==> src/rtl/fpm_pkg.sv <==
package fpm_pkg;

    localparam int EXP_W   = 8;
    localparam int FRAC_W  = 23;
    localparam int WORD_W  = 1 + EXP_W + FRAC_W;
    localparam int SIG_W   = FRAC_W + 1;
    localparam int PROD_W  = 2 * SIG_W;
    localparam int BIAS    = (1 << (EXP_W - 1)) - 1;
    localparam int EXP_TOP = (1 << EXP_W) - 1;
    localparam int XE_W    = EXP_W + 3;

    typedef enum logic [1:0] {
        CLS_ZERO,
        CLS_NORM,
        CLS_INF,
        CLS_NAN
    } opcls_e;

    typedef enum logic [1:0] {
        RES_CALC,
        RES_ZERO,
        RES_INF,
        RES_NAN
    } reskind_e;

    typedef struct packed {
        logic              sign;
        logic [EXP_W-1:0]  exp;
        logic [FRAC_W-1:0] frac;
    } fpword_t;

    typedef struct packed {
        logic              valid;
        reskind_e          kind;
        logic              sign;
        logic              invalid;
        logic [XE_W-1:0]   exp_sum;
        logic [PROD_W-1:0] prod;
    } mid_t;

    function automatic fpword_t make_qnan();
        fpword_t w;
        w.sign = 1'b0;
        w.exp  = '1;
        w.frac = '0;
        w.frac[FRAC_W-1] = 1'b1;
        return w;
    endfunction

    function automatic fpword_t make_inf(input logic s);
        fpword_t w;
        w.sign = s;
        w.exp  = '1;
        w.frac = '0;
        return w;
    endfunction

    function automatic fpword_t make_zero(input logic s);
        fpword_t w;
        w.sign = s;
        w.exp  = '0;
        w.frac = '0;
        return w;
    endfunction

endpackage

==> src/rtl/fpm_classify.sv <==
module fpm_classify
    import fpm_pkg::*;
(
    input  logic [WORD_W-1:0] word,
    output opcls_e            cls,
    output logic              sign,
    output logic [EXP_W-1:0]  exp,
    output logic [SIG_W-1:0]  sig
);
    fpword_t f;
    logic    exp_zero;
    logic    exp_ones;
    logic    frac_nz;

    assign f        = fpword_t'(word);
    assign exp_zero = (f.exp == '0);
    assign exp_ones = (f.exp == '1);
    assign frac_nz  = (f.frac != '0);
    assign sign     = f.sign;
    assign exp      = f.exp;
    assign sig      = {1'b1, f.frac};

    always_comb begin
        if (exp_ones)
            cls = frac_nz ? CLS_NAN : CLS_INF;
        else if (exp_zero)
            cls = CLS_ZERO;
        else
            cls = CLS_NORM;
    end
endmodule

==> src/rtl/fpm_front.sv <==
module fpm_front
    import fpm_pkg::*;
(
    input  opcls_e           cls_a,
    input  opcls_e           cls_b,
    input  logic             sign_a,
    input  logic             sign_b,
    input  logic [EXP_W-1:0] exp_a,
    input  logic [EXP_W-1:0] exp_b,
    output reskind_e         kind,
    output logic             sign,
    output logic             invalid,
    output logic [XE_W-1:0]  exp_sum
);
    localparam int PAD_W = XE_W - EXP_W;

    logic any_nan;
    logic any_inf;
    logic any_zero;
    logic zero_inf;

    assign any_nan  = (cls_a == CLS_NAN)  || (cls_b == CLS_NAN);
    assign any_inf  = (cls_a == CLS_INF)  || (cls_b == CLS_INF);
    assign any_zero = (cls_a == CLS_ZERO) || (cls_b == CLS_ZERO);
    assign zero_inf = any_inf && any_zero;
    assign sign     = sign_a ^ sign_b;

    assign exp_sum = {{PAD_W{1'b0}}, exp_a} + {{PAD_W{1'b0}}, exp_b}
                   - XE_W'(BIAS);

    always_comb begin
        invalid = 1'b0;
        if (any_nan) begin
            kind = RES_NAN;
        end else if (zero_inf) begin
            kind    = RES_NAN;
            invalid = 1'b1;
        end else if (any_inf) begin
            kind = RES_INF;
        end else if (any_zero) begin
            kind = RES_ZERO;
        end else begin
            kind = RES_CALC;
        end
    end
endmodule

==> src/rtl/fpm_sigmul.sv <==
module fpm_sigmul
    import fpm_pkg::*;
#(
    parameter int MUL_STYLE = 0
) (
    input  logic [SIG_W-1:0]  sig_a,
    input  logic [SIG_W-1:0]  sig_b,
    output logic [PROD_W-1:0] prod
);
    generate
        if (MUL_STYLE == 0) begin : g_behav
            assign prod = {{SIG_W{1'b0}}, sig_a} * {{SIG_W{1'b0}}, sig_b};
        end else begin : g_shift_add
            logic [PROD_W-1:0] acc [SIG_W+1];
            assign acc[0] = '0;
            for (genvar i = 0; i < SIG_W; i++) begin : g_row
                logic [PROD_W-1:0] part;
                assign part       = sig_b[i] ? ({{SIG_W{1'b0}}, sig_a} << i) : '0;
                assign acc[i + 1] = acc[i] + part;
            end
            assign prod = acc[SIG_W];
        end
    endgenerate
endmodule

==> src/rtl/fpm_round.sv <==
module fpm_round
    import fpm_pkg::*;
(
    input  logic [PROD_W-1:0] prod,
    input  logic [XE_W-1:0]   exp_sum,
    input  logic              sign,
    output logic [WORD_W-1:0] word
);
    localparam int LOW_W = PROD_W - SIG_W - 1;

    logic              top;
    logic [SIG_W-1:0]  mant;
    logic              guard;
    logic              sticky;
    logic              rnd_up;
    logic [SIG_W:0]    mant_rnd;
    logic              carry;
    logic [FRAC_W-1:0] frac;
    logic [XE_W-1:0]   exp_norm;
    logic [XE_W-1:0]   exp_fin;
    logic              exp_neg;
    logic              exp_nil;
    logic              exp_big;
    fpword_t           w;

    assign top      = prod[PROD_W-1];
    assign mant     = top ? prod[PROD_W-1 -: SIG_W] : prod[PROD_W-2 -: SIG_W];
    assign guard    = top ? prod[LOW_W] : prod[LOW_W-1];
    assign sticky   = top ? (|prod[LOW_W-1:0]) : (|prod[LOW_W-2:0]);
    assign rnd_up   = guard && (sticky || mant[0]);
    assign mant_rnd = {1'b0, mant} + {{SIG_W{1'b0}}, rnd_up};
    assign carry    = mant_rnd[SIG_W];
    assign frac     = carry ? mant_rnd[FRAC_W:1] : mant_rnd[FRAC_W-1:0];
    assign exp_norm = exp_sum + {{(XE_W-1){1'b0}}, top};
    assign exp_fin  = exp_norm + {{(XE_W-1){1'b0}}, carry};
    assign exp_neg  = exp_fin[XE_W-1];
    assign exp_nil  = (exp_fin == '0);
    assign exp_big  = !exp_neg && (exp_fin >= XE_W'(EXP_TOP));

    always_comb begin
        if (exp_big) begin
            w = make_inf(sign);
        end else if (exp_neg || exp_nil) begin
            w = make_zero(sign);
        end else begin
            w.sign = sign;
            w.exp  = exp_fin[EXP_W-1:0];
            w.frac = frac;
        end
    end

    assign word = WORD_W'(w);
endmodule

==> src/rtl/fp32_mul.sv <==
module fp32_mul
    import fpm_pkg::*;
#(
    parameter int MUL_STYLE = 0
) (
    input  logic                clk,
    input  logic                rst,
    input  logic                in_valid,
    input  logic [WORD_W-1:0]   op_a,
    input  logic [WORD_W-1:0]   op_b,
    output logic                out_valid,
    output logic [WORD_W-1:0]   result,
    output logic                invalid
);
    localparam int NOPS = 2;

    logic [WORD_W-1:0] ops     [NOPS];
    opcls_e            cls     [NOPS];
    logic              sgn     [NOPS];
    logic [EXP_W-1:0]  exps    [NOPS];
    logic [SIG_W-1:0]  sigs    [NOPS];

    assign ops[0] = op_a;
    assign ops[1] = op_b;

    generate
        for (genvar k = 0; k < NOPS; k++) begin : g_cls
            fpm_classify u_cls (
                .word (ops[k]),
                .cls  (cls[k]),
                .sign (sgn[k]),
                .exp  (exps[k]),
                .sig  (sigs[k])
            );
        end
    endgenerate

    reskind_e          kind_c;
    logic              sign_c;
    logic              inv_c;
    logic [XE_W-1:0]   esum_c;
    logic [PROD_W-1:0] prod_c;

    fpm_front u_front (
        .cls_a   (cls[0]),
        .cls_b   (cls[1]),
        .sign_a  (sgn[0]),
        .sign_b  (sgn[1]),
        .exp_a   (exps[0]),
        .exp_b   (exps[1]),
        .kind    (kind_c),
        .sign    (sign_c),
        .invalid (inv_c),
        .exp_sum (esum_c)
    );

    fpm_sigmul #(.MUL_STYLE(MUL_STYLE)) u_mul (
        .sig_a (sigs[0]),
        .sig_b (sigs[1]),
        .prod  (prod_c)
    );

    mid_t s1;

    always_ff @(posedge clk) begin
        if (rst) begin
            s1 <= '0;
        end else begin
            s1.valid <= in_valid;
            if (in_valid) begin
                s1.kind    <= kind_c;
                s1.sign    <= sign_c;
                s1.invalid <= inv_c;
                s1.exp_sum <= esum_c;
                s1.prod    <= prod_c;
            end
        end
    end

    logic [WORD_W-1:0] rounded;
    logic [WORD_W-1:0] final_w;

    fpm_round u_round (
        .prod    (s1.prod),
        .exp_sum (s1.exp_sum),
        .sign    (s1.sign),
        .word    (rounded)
    );

    always_comb begin
        unique case (s1.kind)
            RES_NAN:  final_w = WORD_W'(make_qnan());
            RES_INF:  final_w = WORD_W'(make_inf(s1.sign));
            RES_ZERO: final_w = WORD_W'(make_zero(s1.sign));
            default:  final_w = rounded;
        endcase
    end

    always_ff @(posedge clk) begin
        if (rst) begin
            out_valid <= 1'b0;
            result    <= '0;
            invalid   <= 1'b0;
        end else begin
            out_valid <= s1.valid;
            invalid   <= s1.valid && s1.invalid;
            if (s1.valid)
                result <= final_w;
        end
    end
endmodule

==> config.mk <==
export PLATFORM = sky130hd
export DESIGN_NAME = fp32_mul
export DESIGN_NICKNAME = d
export VERILOG_FILES = /design/src/rtl/fpm_pkg.sv /design/src/rtl/fpm_classify.sv /design/src/rtl/fpm_front.sv /design/src/rtl/fpm_sigmul.sv /design/src/rtl/fpm_round.sv /design/src/rtl/fp32_mul.sv
export SDC_FILE = /design/constraint.sdc
export NUM_CORES = 2
export LEC_CHECK = 0
export ABC_AREA = 0
export BUFFER_PORTS_ARGS = -buffer_cell sky130_fd_sc_hd__buf_2
export CAP_MARGIN = 20
export CORE_ASPECT_RATIO = 0.9
export CORE_UTILIZATION = 62
export DETAILED_ROUTE_END_ITERATION = 10
export PLACE_DENSITY = 0.82
export SLEW_MARGIN = 20
export SYNTH_ARGS = -nofsm -noshare
export SYNTH_HDL_FRONTEND = slang
export SYNTH_SLANG_ARGS = --single-unit
==> constraint.sdc <==
create_clock -name clk -period 12.2 [get_ports clk]
set_clock_uncertainty 0.15 [all_clocks]
set_input_delay 3.66 -clock clk [delete_from_list [all_inputs] [get_ports clk]]
set_output_delay 3.66 -clock clk [all_outputs]
set_load 0.1 [all_outputs]
==> metrics.txt <==
GRT overflow=0; clock tree from TritonCTS=done; Hold Fails Final Rpt=0; layout cells sized above 1=5.37%; vias in the first global route=20.0k; Nets=3503; clk sink count=98; Rows=68; area of the multi-input gates=19300 um2; Post-synth ARST share=0%; crit path time final=10840 ps; via count=19.3k; WP data arrival=10920 ps; Mapped Area=24100 um2; Crit. End Element=register; Post-synth top cells=inv_1, fa_1, nand2_1; Area Growth Syn to Fin=3.86%; FF/Latch Area=1960 um2; class of the worst hold path=register to register; die width=210 um; Mapped Nets=3522; DR DRC count=0; DIE AREA=39600 um2; Worst setup SP type=primary input; Worst Tran Pin Value=890 ps; routability cong.=0.975; worst reg-to-reg path cell count=19; critical path class=primary input to register; htree depth=3; CP Max Fanout=18; wire per inst=19.7 um; Die Y=189 um; Synth Register Bits=98; Most used DFF post-synth=dfxtp_1; biggest area consumer among synthesized cells=fa_1; DP Area=24700 um2; initial antenna violation count=1; Mapped Cells=2787; # resized after CTS=0; worst hold path endpoint=result[10]; I/O Buffers=100; global-route wire length before repair=103000 um; WL final=64300 um; Seq/Total Area, Yosys=8.15%; Final Setup Violations=0; hold depth=2; I/O Pins=101; Starting DRT DRC Count=1674; Tcrit/Tclk final=88.9%; Rel. slew slack=40.6%; top cell type's share of synthesized area=40.2%; RR Endpoint=result[11]; status=finished clean; design area=25000 um2; Synthesis Warnings=0; Clock Path Buffers=2; CTS buffer count=9; Antenna Nets Post-Route=0; pin count of the biggest net entering global routing=81; hold_sp=result[10]; GRT Util Overall=33.3%; via/cell ratio=5.91; max-cap violations=0; DP HPWL=50300 um; Yosys cell types=79; R2R setup slack=6950 ps; post-layout util=65.3%; clock latency on the worst-skew pair=350 ps; RSZ-0062 raised after global routing=false; Hold-fix buffers, CTS=0; critical path data required time=12270 ps; Fillers=3099; drt first pass iters=5; Synth area leaders=fa_1, ha_1, inv_1, dfxtp_1, and2_1; Initial Util=62.9%; count leader, synth=inv_1; EDFF count, synth=0; fmax=92.2 MHz; Clock transition at path regs=70 ps; Mean Syn Cell Area=8.64 um2; setup TNS=0 ps; R2R Path Start=s1[47]; setup bufs post-CTS=0; clock root buffer=clkbuf_16; Core ar.=38300 um2; max-slew violations=0
layout by cell type, fill, tap and decap left out, types with 4 or more instances in the layout:
cell type / count
inv_1: 597
fa_1: 484
nand2_1: 345
and2_1: 258
ha_1: 184
nor2_1: 141
buf_2: 100
dfxtp_1: 97
a21oi_1: 74
mux2i_1: 42
a21o_1: 41
xnor2_1: 40
nand3_1: 30
nor3_1: 26
a211oi_1: 25
xor2_1: 24
nand4_1: 21
o21ai_0: 20
nor4_1: 18
o21ai_1: 16
and3_1: 12
nand2b_1: 11
a31oi_1: 11
nor2b_1: 10
a22o_1: 10
o21bai_1: 10
clkbuf_16: 9
mux2_2: 6
clkinv_1: 5
o211ai_1: 5
a311oi_1: 5
o22ai_1: 5
or4_1: 5
o31ai_1: 4
buf_4: 4
routing by layer:
layer	global-route usage, %	vias up	wire, um	share of wire [%]
met2	54.4	1007	30200	47
li1	-	8456	-	-
met3	5.52	242	5940	9.2
met5	0	-	0	0
met4	15.9	0	3680	5.7
met1	43.2	9595	24500	38
layout make-up:
cell class / count / area share (%)
Antenna cell: 1 / 0.0100
Clock buffer: 10 / 0.956
Clock inverter: 6 / 0.255
Inverter: 602 / 9.04
Multi-Input combinational cell: 1953 / 77.3
Sequential cell: 98 / 7.85
Tap cell: 490 / 2.45
Timing Repair Buffer: 104 / 2.12
flip-flops by register name, indices dropped and copies added, names as in the netlist:
signal     count
out_valid      1
result        32
invalid        1
s1            64
stage by stage:
stage / worst slack (ps) / hold slack, ps / cells
after floorplan: 1950 / 282 / 2787
after global placement: 1230 / 289 / 3247
after detailed placement: 1110 / 288 / 3247
after CTS: 1470 / 297 / 3263
after global routing: 1080 / 318 / 3263
final: 1360 / 294 / 3264
worst max path at each step:
stage | cells past startpoint | startpoint | endpoint | slack [ps]
4_1_cts | 23 | op_b[8] | s1[40] | 1470
2_1_floorplan | 26 | op_b[3] | s1[40] | 1950
5_1_grt | 26 | op_b[8] | s1[38] | 1080
6_report | 26 | op_b[8] | s1[46] | 1360
3_3_place_gp | 26 | op_b[8] | s1[46] | 1230
3_5_place_dp | 23 | op_b[8] | s1[40] | 1110
worst max-delay path: stages:
cell and delay [ps]:
buf_2 360, clkinv_1 480, nor2_1 250, fa_1 460
fa_1 520, inv_1 50, fa_1 490, inv_1 60
fa_1 490, inv_1 50, fa_1 530, inv_1 50
fa_1 470, inv_1 50, fa_1 470, inv_1 40
ha_1 390, nand4_1 190, nor2_1 130, a211oi_1 70
o21ai_0 280, a211oi_1 140, o41ai_1 740, a31oi_1 210
xor2_1 190, o21ai_1 70
kinds of logic after synthesis:
family | share of synthesized area, %
XOR/XNOR | 2.33
AO/OA/AOI/OAI | 7.66
adder cells (fa/ha/maj) | 49.8
buffers and inverters | 11.6
AND/OR/NAND/NOR | 18.5
multiplexers | 2.03
flip-flops | 8.15
Power is left out: the tool's default activity adds up to more than one toggle a clock period on the data nets, which glitch-free logic cannot reach.
